**config.mk**
```make
export PLATFORM = sky130hd
export DESIGN_NAME = pgood_supervisor
export DESIGN_NICKNAME = d
export VERILOG_FILES = /design/src/rtl/pgsup_pkg.sv /design/src/rtl/pgsup_window.sv /design/src/rtl/pgsup_state.sv /design/src/rtl/pgood_supervisor.sv
export SDC_FILE = /design/constraint.sdc
export NUM_CORES = 1
export LEC_CHECK = 0
export CORE_UTILIZATION = 50
export DETAILED_ROUTE_END_ITERATION = 10
export PLACE_DENSITY = 0.71
export SYNTH_ARGS = -nofsm -noshare
export SYNTH_HDL_FRONTEND = slang
export SYNTH_SLANG_ARGS = --single-unit
export TNS_END_PERCENT = 30
```
**constraint.sdc**
```tcl
create_clock -name clk -period 1.8 [get_ports clk]
set_input_delay 0.36 -clock clk [delete_from_list [all_inputs] [get_ports clk]]
set_output_delay 0.36 -clock clk [all_outputs]
set_load 0.02 [all_outputs]
```
**src/rtl/pgsup_pkg.sv**
```systemverilog
package pgsup_pkg;

  typedef enum logic {
    PG_BAD = 1'b0,
    PG_OK  = 1'b1
  } pg_state_e;

  // counter width able to hold values 0 .. len-1
  function automatic int unsigned win_width(input int unsigned len);
    return (len > 1) ? $clog2(len) : 1;
  endfunction

endpackage

```
**src/rtl/pgsup_window.sv**
```systemverilog
// Qualification window: asserts hit on the edge that samples the LEN-th
// consecutive qualifying cycle; any break or disarm restarts from zero.
module pgsup_window
  import pgsup_pkg::*;
#(
  parameter int unsigned LEN = 4
) (
  input  logic clk,
  input  logic rst_n,
  input  logic arm,
  input  logic cond,
  output logic hit
);

  localparam int unsigned CW   = win_width(LEN);
  localparam logic [CW-1:0] LAST = CW'(LEN - 1);

  logic [CW-1:0] cnt_q;
  logic [CW-1:0] cnt_d;
  logic          cnt_en;
  logic          run;

  always_comb begin
    run    = arm & cond;
    hit    = run && (cnt_q == LAST);
    cnt_en = run || (cnt_q != '0);
    if (run && !hit) begin
      cnt_d = cnt_q + CW'(1);
    end else begin
      cnt_d = '0;
    end
  end

  always_ff @(posedge clk or negedge rst_n) begin
    if (!rst_n) begin
      cnt_q <= '0;
    end else if (cnt_en) begin
      cnt_q <= cnt_d;
    end
  end

  // the run length never passes the window length
  assert_window_bound_R3: assert property (@(posedge clk) disable iff (!rst_n)
    cnt_q <= LAST);

  // a disarmed window holds no partial run
  assert_window_clear_R7: assert property (@(posedge clk) disable iff (!rst_n)
    !arm |=> (cnt_q == '0));

endmodule

```
**src/rtl/pgsup_state.sv**
```systemverilog
// Two-state power-good register with disable override.
module pgsup_state
  import pgsup_pkg::*;
(
  input  logic clk,
  input  logic rst_n,
  input  logic chan_en,
  input  logic entry_hit,
  input  logic exit_hit,
  output logic pgood
);

  pg_state_e state_q;
  pg_state_e state_d;
  logic      state_en;

  always_comb begin
    state_d = state_q;
    if (!chan_en) begin
      state_d = PG_BAD;
    end else begin
      case (state_q)
        PG_BAD:  if (entry_hit) state_d = PG_OK;
        PG_OK:   if (exit_hit)  state_d = PG_BAD;
        default: state_d = PG_BAD;
      endcase
    end
    state_en = (state_d != state_q);
  end

  always_ff @(posedge clk or negedge rst_n) begin
    if (!rst_n) begin
      state_q <= PG_BAD;
    end else if (state_en) begin
      state_q <= state_d;
    end
  end

  assign pgood = (state_q == PG_OK);

  // the state only changes on a qualified window or a disable
  assert_change_cause_R4: assert property (@(posedge clk) disable iff (!rst_n)
    (state_q != $past(state_q)) |-> ($past(entry_hit) || $past(exit_hit) || !$past(chan_en)));

endmodule

```
**src/rtl/pgood_supervisor.sv**
```systemverilog
// Power-good supervisor for one regulator rail with long entry / short exit
// qualification and open-drain active-low output modelled as a drive-enable.
module pgood_supervisor
  import pgsup_pkg::*;
#(
  parameter int unsigned EXIT_CYC     = 25,
  parameter int unsigned ENTRY_RATIO  = 8000,
  parameter int unsigned MIN_EXIT_CYC = 10
) (
  input  logic clk,
  input  logic rst_n,
  input  logic chan_en_i,
  input  logic above_hi_i,
  input  logic below_lo_i,
  output logic pgood_o,
  output logic pin_low_en_o
);

  localparam int unsigned ENTRY_CYC = EXIT_CYC * ENTRY_RATIO;

  // configuration limits
  generate
    if (EXIT_CYC < MIN_EXIT_CYC) begin : g_exit_too_short
      $error("pgood_supervisor: EXIT_CYC below MIN_EXIT_CYC");
    end
    if (ENTRY_RATIO < 1) begin : g_ratio_invalid
      $error("pgood_supervisor: ENTRY_RATIO must be at least 1");
    end
  endgenerate

  logic pgood;
  logic arm_entry;
  logic arm_exit;
  logic entry_hit;
  logic exit_hit;

  always_comb begin
    arm_entry = chan_en_i & ~pgood;
    arm_exit  = chan_en_i &  pgood;
  end

  pgsup_window #(.LEN(ENTRY_CYC)) u_entry_win (
    .clk   (clk),
    .rst_n (rst_n),
    .arm   (arm_entry),
    .cond  (above_hi_i),
    .hit   (entry_hit)
  );

  pgsup_window #(.LEN(EXIT_CYC)) u_exit_win (
    .clk   (clk),
    .rst_n (rst_n),
    .arm   (arm_exit),
    .cond  (below_lo_i),
    .hit   (exit_hit)
  );

  pgsup_state u_state (
    .clk       (clk),
    .rst_n     (rst_n),
    .chan_en   (chan_en_i),
    .entry_hit (entry_hit),
    .exit_hit  (exit_hit),
    .pgood     (pgood)
  );

  assign pgood_o      = pgood;
  assign pin_low_en_o = ~pgood;

  // good is only entered on a cycle where the rail was above threshold
  assert_rise_after_above_R2: assert property (@(posedge clk) disable iff (!rst_n)
    $rose(pgood_o) |-> ($past(above_hi_i) && $past(chan_en_i)));

  // good is only left after a low-rail sample or a disable
  assert_fall_cause_R4: assert property (@(posedge clk) disable iff (!rst_n)
    $fell(pgood_o) |-> ($past(below_lo_i) || !$past(chan_en_i)));

  // a rail inside the hysteresis band keeps good
  assert_hold_in_band_R6: assert property (@(posedge clk) disable iff (!rst_n)
    (pgood_o && chan_en_i && !below_lo_i) |=> pgood_o);

  // disable forces the pin low on the next cycle
  assert_disable_low_R7: assert property (@(posedge clk) disable iff (!rst_n)
    !chan_en_i |=> (!pgood_o && pin_low_en_o));

endmodule

```
# After elaboration in Yosys (flattened, before gate mapping)
# Cells that the tools add are included.
[totals]
inputBits = 5
elab_cells = 29
reg_bits = 24
out_inout_bits = 2
[classes]
n_eq_ne = 3
bitwise_logic = 5
addsub = 2
muxes = 6
reduce_logical = 10
[op_table]
columns = ["cell", "n"]
rows = [
  ["$add 18x1->18 const B", 1],
  ["$eq 18x18->1 const B", 1],
  ["$mux 18", 1],
  ["$reduce_bool 18->1", 1],
  ["$add 5x1->5 const B", 1],
  ["$eq 5x5->1 const B", 1],
  ["$mux 5", 1],
  ["$reduce_bool 5->1", 1],
  ["$and 1x1->1", 4],
  ["$logic_and 1x1->1", 4],
  ["$mux 1", 3],
  ["$logic_not 1->1", 2],
  ["$logic_or 1x1->1", 2],
  ["$pmux 1 s2", 1],
  ["$ne 1x1->1", 1],
  ["$not 1->1", 1],
]

# Depth between registers and ports, before layout
[depth]
word_depth = 8
ltp_mapped = 6
ltp_nobuf = 6

# Cells and area by module
# Synthesis repeated with hierarchy kept, for this count alone.
[unflattened]
cells_unflattened = 141
hier_area_um2 = 1346.3
[modules_own_cells]
columns = ["mod", "area_each_um2", "cells_each", "seq_area_each_um2", "instances"]
rows = [
  ["pgsup_window (u_entry_win)", 1017.2, 108, 450.4, 1],
  ["pgsup_window (u_exit_win)", 274.0, 27, 125.1, 1],
  ["pgsup_state", 38.8, 3, 25.0, 1],
  ["pgood_supervisor", 16.3, 3, 0.0, 1],
]

# Worst setup path after synthesis
# No wires, ideal clock.
[synth_timing]
path_kind = "register to register"
start = "reg u_state.state_q, in the netlist u_state.pgood"
end = "reg u_entry_win.cnt_q[0]"
required_ns = 1.720
setup_time_ns = 0.080
path_stages_with_launch = 6
path_slack_ns = 0.040
n_path_buf = 1
t_arrival_ns = 1.680
synth_period_minus_slack_ns = 1.760
path_cell_list = "dfrtp_1 inv_1 and3_1 or4_4 buf_6 mux2i_4"
[synth_via]
elab_chain_cells = 7
elab_cells_between_ends = 8
cone_classes = "mux (1); bitwise (3); reduce/logical (4)"
[synth_lines]
columns = ["item", "line", "rtl"]
rows = [
  ["from (decl)", "pgsup_state.sv:13", "pg_state_e state_q;"],
  ["from (signal assigned)", "pgsup_state.sv:35", "state_q <= state_d;"],
  ["$not 1->1 *", "-", ""],
  ["net pin_low_en_o", "pgood_supervisor.sv:16", "output logic pin_low_en_o"],
  ["$and 1x1->1 *", "pgood_supervisor.sv:38", "arm_entry = chan_en_i & ~pgood;"],
  ["$and 1x1->1 *", "pgsup_window.sv:24", "run = arm & cond;"],
  ["$logic_and 1x1->1", "pgsup_window.sv:25", "hit = run && (cnt_q == LAST);"],
  ["$logic_not 1->1", "pgsup_window.sv:27", "if (run && !hit) begin"],
  ["$logic_and 1x1->1", "pgsup_window.sv:27", ""],
  ["$mux 18", "pgsup_window.sv:27", ""],
  ["to (signal assigned)", "pgsup_window.sv:38", "cnt_q <= cnt_d;"],
  ["to (decl)", "pgsup_window.sv:18", "logic [CW-1:0] cnt_q;"],
]
# The timed path passes the listed nets; every way through them passes the cells marked *.
# A chain may end at the register's enable or synchronous reset.

# Worst setup path in the final report
[layout_timing]
start = "reg u_entry_win.cnt_q[17]"
end = "reg u_entry_win.cnt_q[0]"
[layout_via]
elab_chain_cells = 5
elab_cells_between_ends = 7
cone_classes = "eq/ne (1); mux (1); reduce/logical (5)"
[layout_lines]
columns = ["item", "line"]
rows = [
  ["$eq 18x18->1", "pgsup_window.sv:25"],
  ["$logic_and 1x1->1", "pgsup_window.sv:25"],
  ["$logic_not 1->1", "pgsup_window.sv:27"],
  ["$logic_and 1x1->1", "pgsup_window.sv:27"],
  ["$mux 18", "pgsup_window.sv:27"],
]
# Several ways; a longest one is shown, not always the timed one.

==> flow_metrics.py <==
metrics = {
    "run_status": {
        "outcome": "finished, violations left",
        "violations": "negative setup slack",
    },
    "power": {
        "total_power_uw": 1230,
        "peakVddDrop_mv": 0.526,
        "leakagePower_uw": 0.000752,
        "power_density_nw_per_um2": 712,
    },
    "floorplan": {
        "row_count": 18,
        "fp.dieArea_um2": 3010,
        "coreArea_um2": 2570,
        "die_h_um": 54.8,
        "start_util_pct": 54.3,
        "die_x_um": 54.8,
        "ios": 7,
    },
    "critical_path": {
        "cp.required_ns": 2.06,
        "r2r_start": "u_entry_win.cnt_q[17]$_DFFE_PN0P_",
        "arrival_ns": 2.08,
        "r2r_slack_ns": -0.02,
        "reg2reg_to": "u_entry_win.cnt_q[0]$_DFFE_PN0P_",
        "cp-start-kind": "register",
        "crit_fanout": 8,
        "path_class": "register to register",
        "crit_path_end_kind": "register",
        "cp-startpoint": "u_entry_win.cnt_q[17]$_DFFE_PN0P_",
        "ff2ff_path_depth": 5,
    },
    "detailed_routing": {
        "routedWlPerCell_um": 15.1,
        "wl_mm": 3.00,
        "drc": 0,
        "dr_total_vias": 1150,
        "drt_iter0_markers": 20,
        "ant_nets": 0,
        "drtPass1Iterations": 5,
        "vias_per_cell": 5.78,
    },
    "global_routing": {
        "antenna_found_initial": 0,
        "grt_use_met3_pct": 3.89,
        "grt_max_degree": 25,
        "use_met1_pct": 29.7,
        "busiest_layer": "met2",
        "grt_usage_pct": 22.8,
        "grt_pass1_wl_mm": 4.80,
        "met2_usage_pct": 35.7,
        "first_global_vias": 1112,
        "grt-ovfl-total": 0,
    },
    "clock_tree": {
        "hold_buffers": 0,
        "htreeDepth": 1,
        "clock_sinks": 24,
        "numCtsBuffers": 3,
        "clock_path_buffers": 2,
        "clkLatencyLatePin_ns": 0.32,
        "cts_setup_buffers": 0,
        "clock-root-buffer": "clkbuf_4",
        "clk_pin_slew_ns": 0.13,
        "cts_tree": "built",
    },
    "logic_synthesis": {
        "synthTopCellsByArea": "dfrtp_1, xor2_1, a21oi_2",
        "ys_types": 39,
        "syn_area_um2": 1400,
        "yosysMostFrequentCell": "dfrtp_1",
        "synth_top_area_share_pct": 43.0,
        "yosysSeqAreaShare_pct": 43.0,
        "postSynthCellCount": 139,
        "synth_edf_count": 0,
        "synth.largest_area_cell": "dfrtp_1",
        "synth_commonest_cells": "dfrtp_1, xor2_1",
        "syn_area_per_cell_um2": 10.0,
        "ys_seq_elements": 24,
        "synth_warnings": 0,
        "ys.flop_type": "dfrtp_1",
        "async_flop_share_pct": 100,
        "syn_nets": 148,
    },
    "hold_path": {
        "hold_path_class": "primary input to async pin",
    },
    "timing": {
        "skew_ns": 0.00136,
        "hold_viol": 0,
        "setup_slack_ns": -0.0184,
        "whs_ns": 0.386,
        "setup_viol": 5,
        "fin_crit_ns": 1.82,
        "worstMarginPinSlew_ns": 0.366,
        "rsz0062_at_grt": "yes",
        "slew_violations": 0,
        "fmax_mhz": 550,
        "timing.final.crit_share_pct": 101,
        "max_slew_margin_pct": 75.4,
    },
    "placement": {
        "place_congestion": 0.823,
        "port_buffers": 6,
        "dp_worst_setup_slack_ns": -0.184,
        "place_hpwl_mm": 2.23,
    },
    "run": {
        "drv_cap": 0,
    },
    "finish": {
        "drive_gt1_share_pct": 31.4,
        "nNetsFinal": 179,
        "area_growth_pct": 24.3,
        "num_antenna_cells": 0,
    },
}
critical path: stages, from the launching register on:
cell      delay [ns]
dfrtp_1         0.46
nor4_4          0.31
nand3b_2        0.09
or4_4           0.60
buf_12          0.18
mux2i_4         0.11
through the flow:
stage | setup TNS (ns) | std cells | utilization (%) | cell area [µm²]
after global placement | -1.65 | 195 | 65.1 | 1670
after CTS | -0.526 | 199 | 66.9 | 1720
final | -0.0722 | 199 | 67.5 | 1730
after detailed placement | -1.89 | 195 | 65.1 | 1670
after floorplan | 0 | 139 | - | 1400
after global routing | -0.598 | 199 | 67.5 | 1730
kinds of logic (layout without fill, tap and decap cells):
group	count (synthesis)	count (layout)	synth area share, %
AO/OA/AOI/OAI	27	27	14.1
XOR/XNOR	13	13	8.16
adder cells (fa/ha/maj)	4	4	3.59
buffers and inverters	12	42	4.13
flip-flops	24	24	43.0
multiplexers	2	2	2.42
AND/OR/NAND/NOR	57	57	24.6
sequential cells by signal, indices dropped and copies added (netlist names):
| register | count |
|---|---|
| u_state.pgood | 1 |
| u_exit_win.cnt_q | 5 |
| u_entry_win.cnt_q | 18 |
layer usage:
layer  share of wire (%)  vias up
li1                    -      565
met1                  47      564
met2                  49       15
met3                 2.8        6
met4                 1.9        0
met5                   0        -
area by class of cell:
| cell class | instances | area [µm²] |
|---|---|---|
| inverters | 8 | 30.0 |
| well taps | 30 | 37.5 |
| multi-input cells | 103 | 766 |
| clock buffers | 4 | 36.3 |
| fillers | 203 | 833 |
| flip-flops and latches | 24 | 601 |
| repair buffers | 30 | 264 |
cells in the final DEF, fill, tap and decap left out, drive strengths merged:
cell type / Yosys / final
and3: 3 / 3
mux2i: 1 / 1
nand3: 8 / 8
o22ai: 1 / 1
and2: 3 / 3
o221a: 1 / 1
inv: 8 / 8
nand4: 8 / 8
o2bb2ai: 1 / 1
buf: 3 / 24
xnor2: 2 / 2
mux2: 1 / 1
ha: 4 / 4
or3: 4 / 4
and3b: 1 / 1
nand2: 8 / 8
dlygate4sd2: 0 / 1
nor2: 8 / 8
a22oi: 1 / 1
nand4b: 1 / 1
nor4: 2 / 2
o21ai: 7 / 7
nor3: 2 / 2
clkdlybuf4s50: 0 / 5
nor3b: 1 / 1
dfrtp: 24 / 24
nand3b: 1 / 1
or4: 2 / 2
and4: 4 / 4
clkbuf: 1 / 4
xor2: 11 / 11
nor2b: 1 / 1
a21oi: 16 / 16
worst max-delay path by stage:
stage | end | slack, ns | depth (start not counted)
2_1_floorplan | u_entry_win.cnt_q[0]$_DFFE_PN0P_ | 0.04 | 5
3_5_place_dp | u_entry_win.cnt_q[8]$_DFFE_PN0P_ | -0.18 | 5
6_report | u_entry_win.cnt_q[0]$_DFFE_PN0P_ | -0.02 | 5
4_1_cts | u_entry_win.cnt_q[8]$_DFFE_PN0P_ | -0.08 | 6
3_3_place_gp | u_entry_win.cnt_q[3]$_DFFE_PN0P_ | -0.16 | 5
5_1_grt | u_entry_win.cnt_q[15]$_DFFE_PN0P_ | -0.07 | 5
what timing repair did:
item	4_1_cts	5_1_grt
endpoints found under the setup margin	13	14
pin swaps	5	7
gates resized for setup	4	3
where the power goes:
group,internal (µW),switching [µW]
sequential,561,26.3
combinational,177,179
clock,124,168
(Power assumes the default switching activity.)
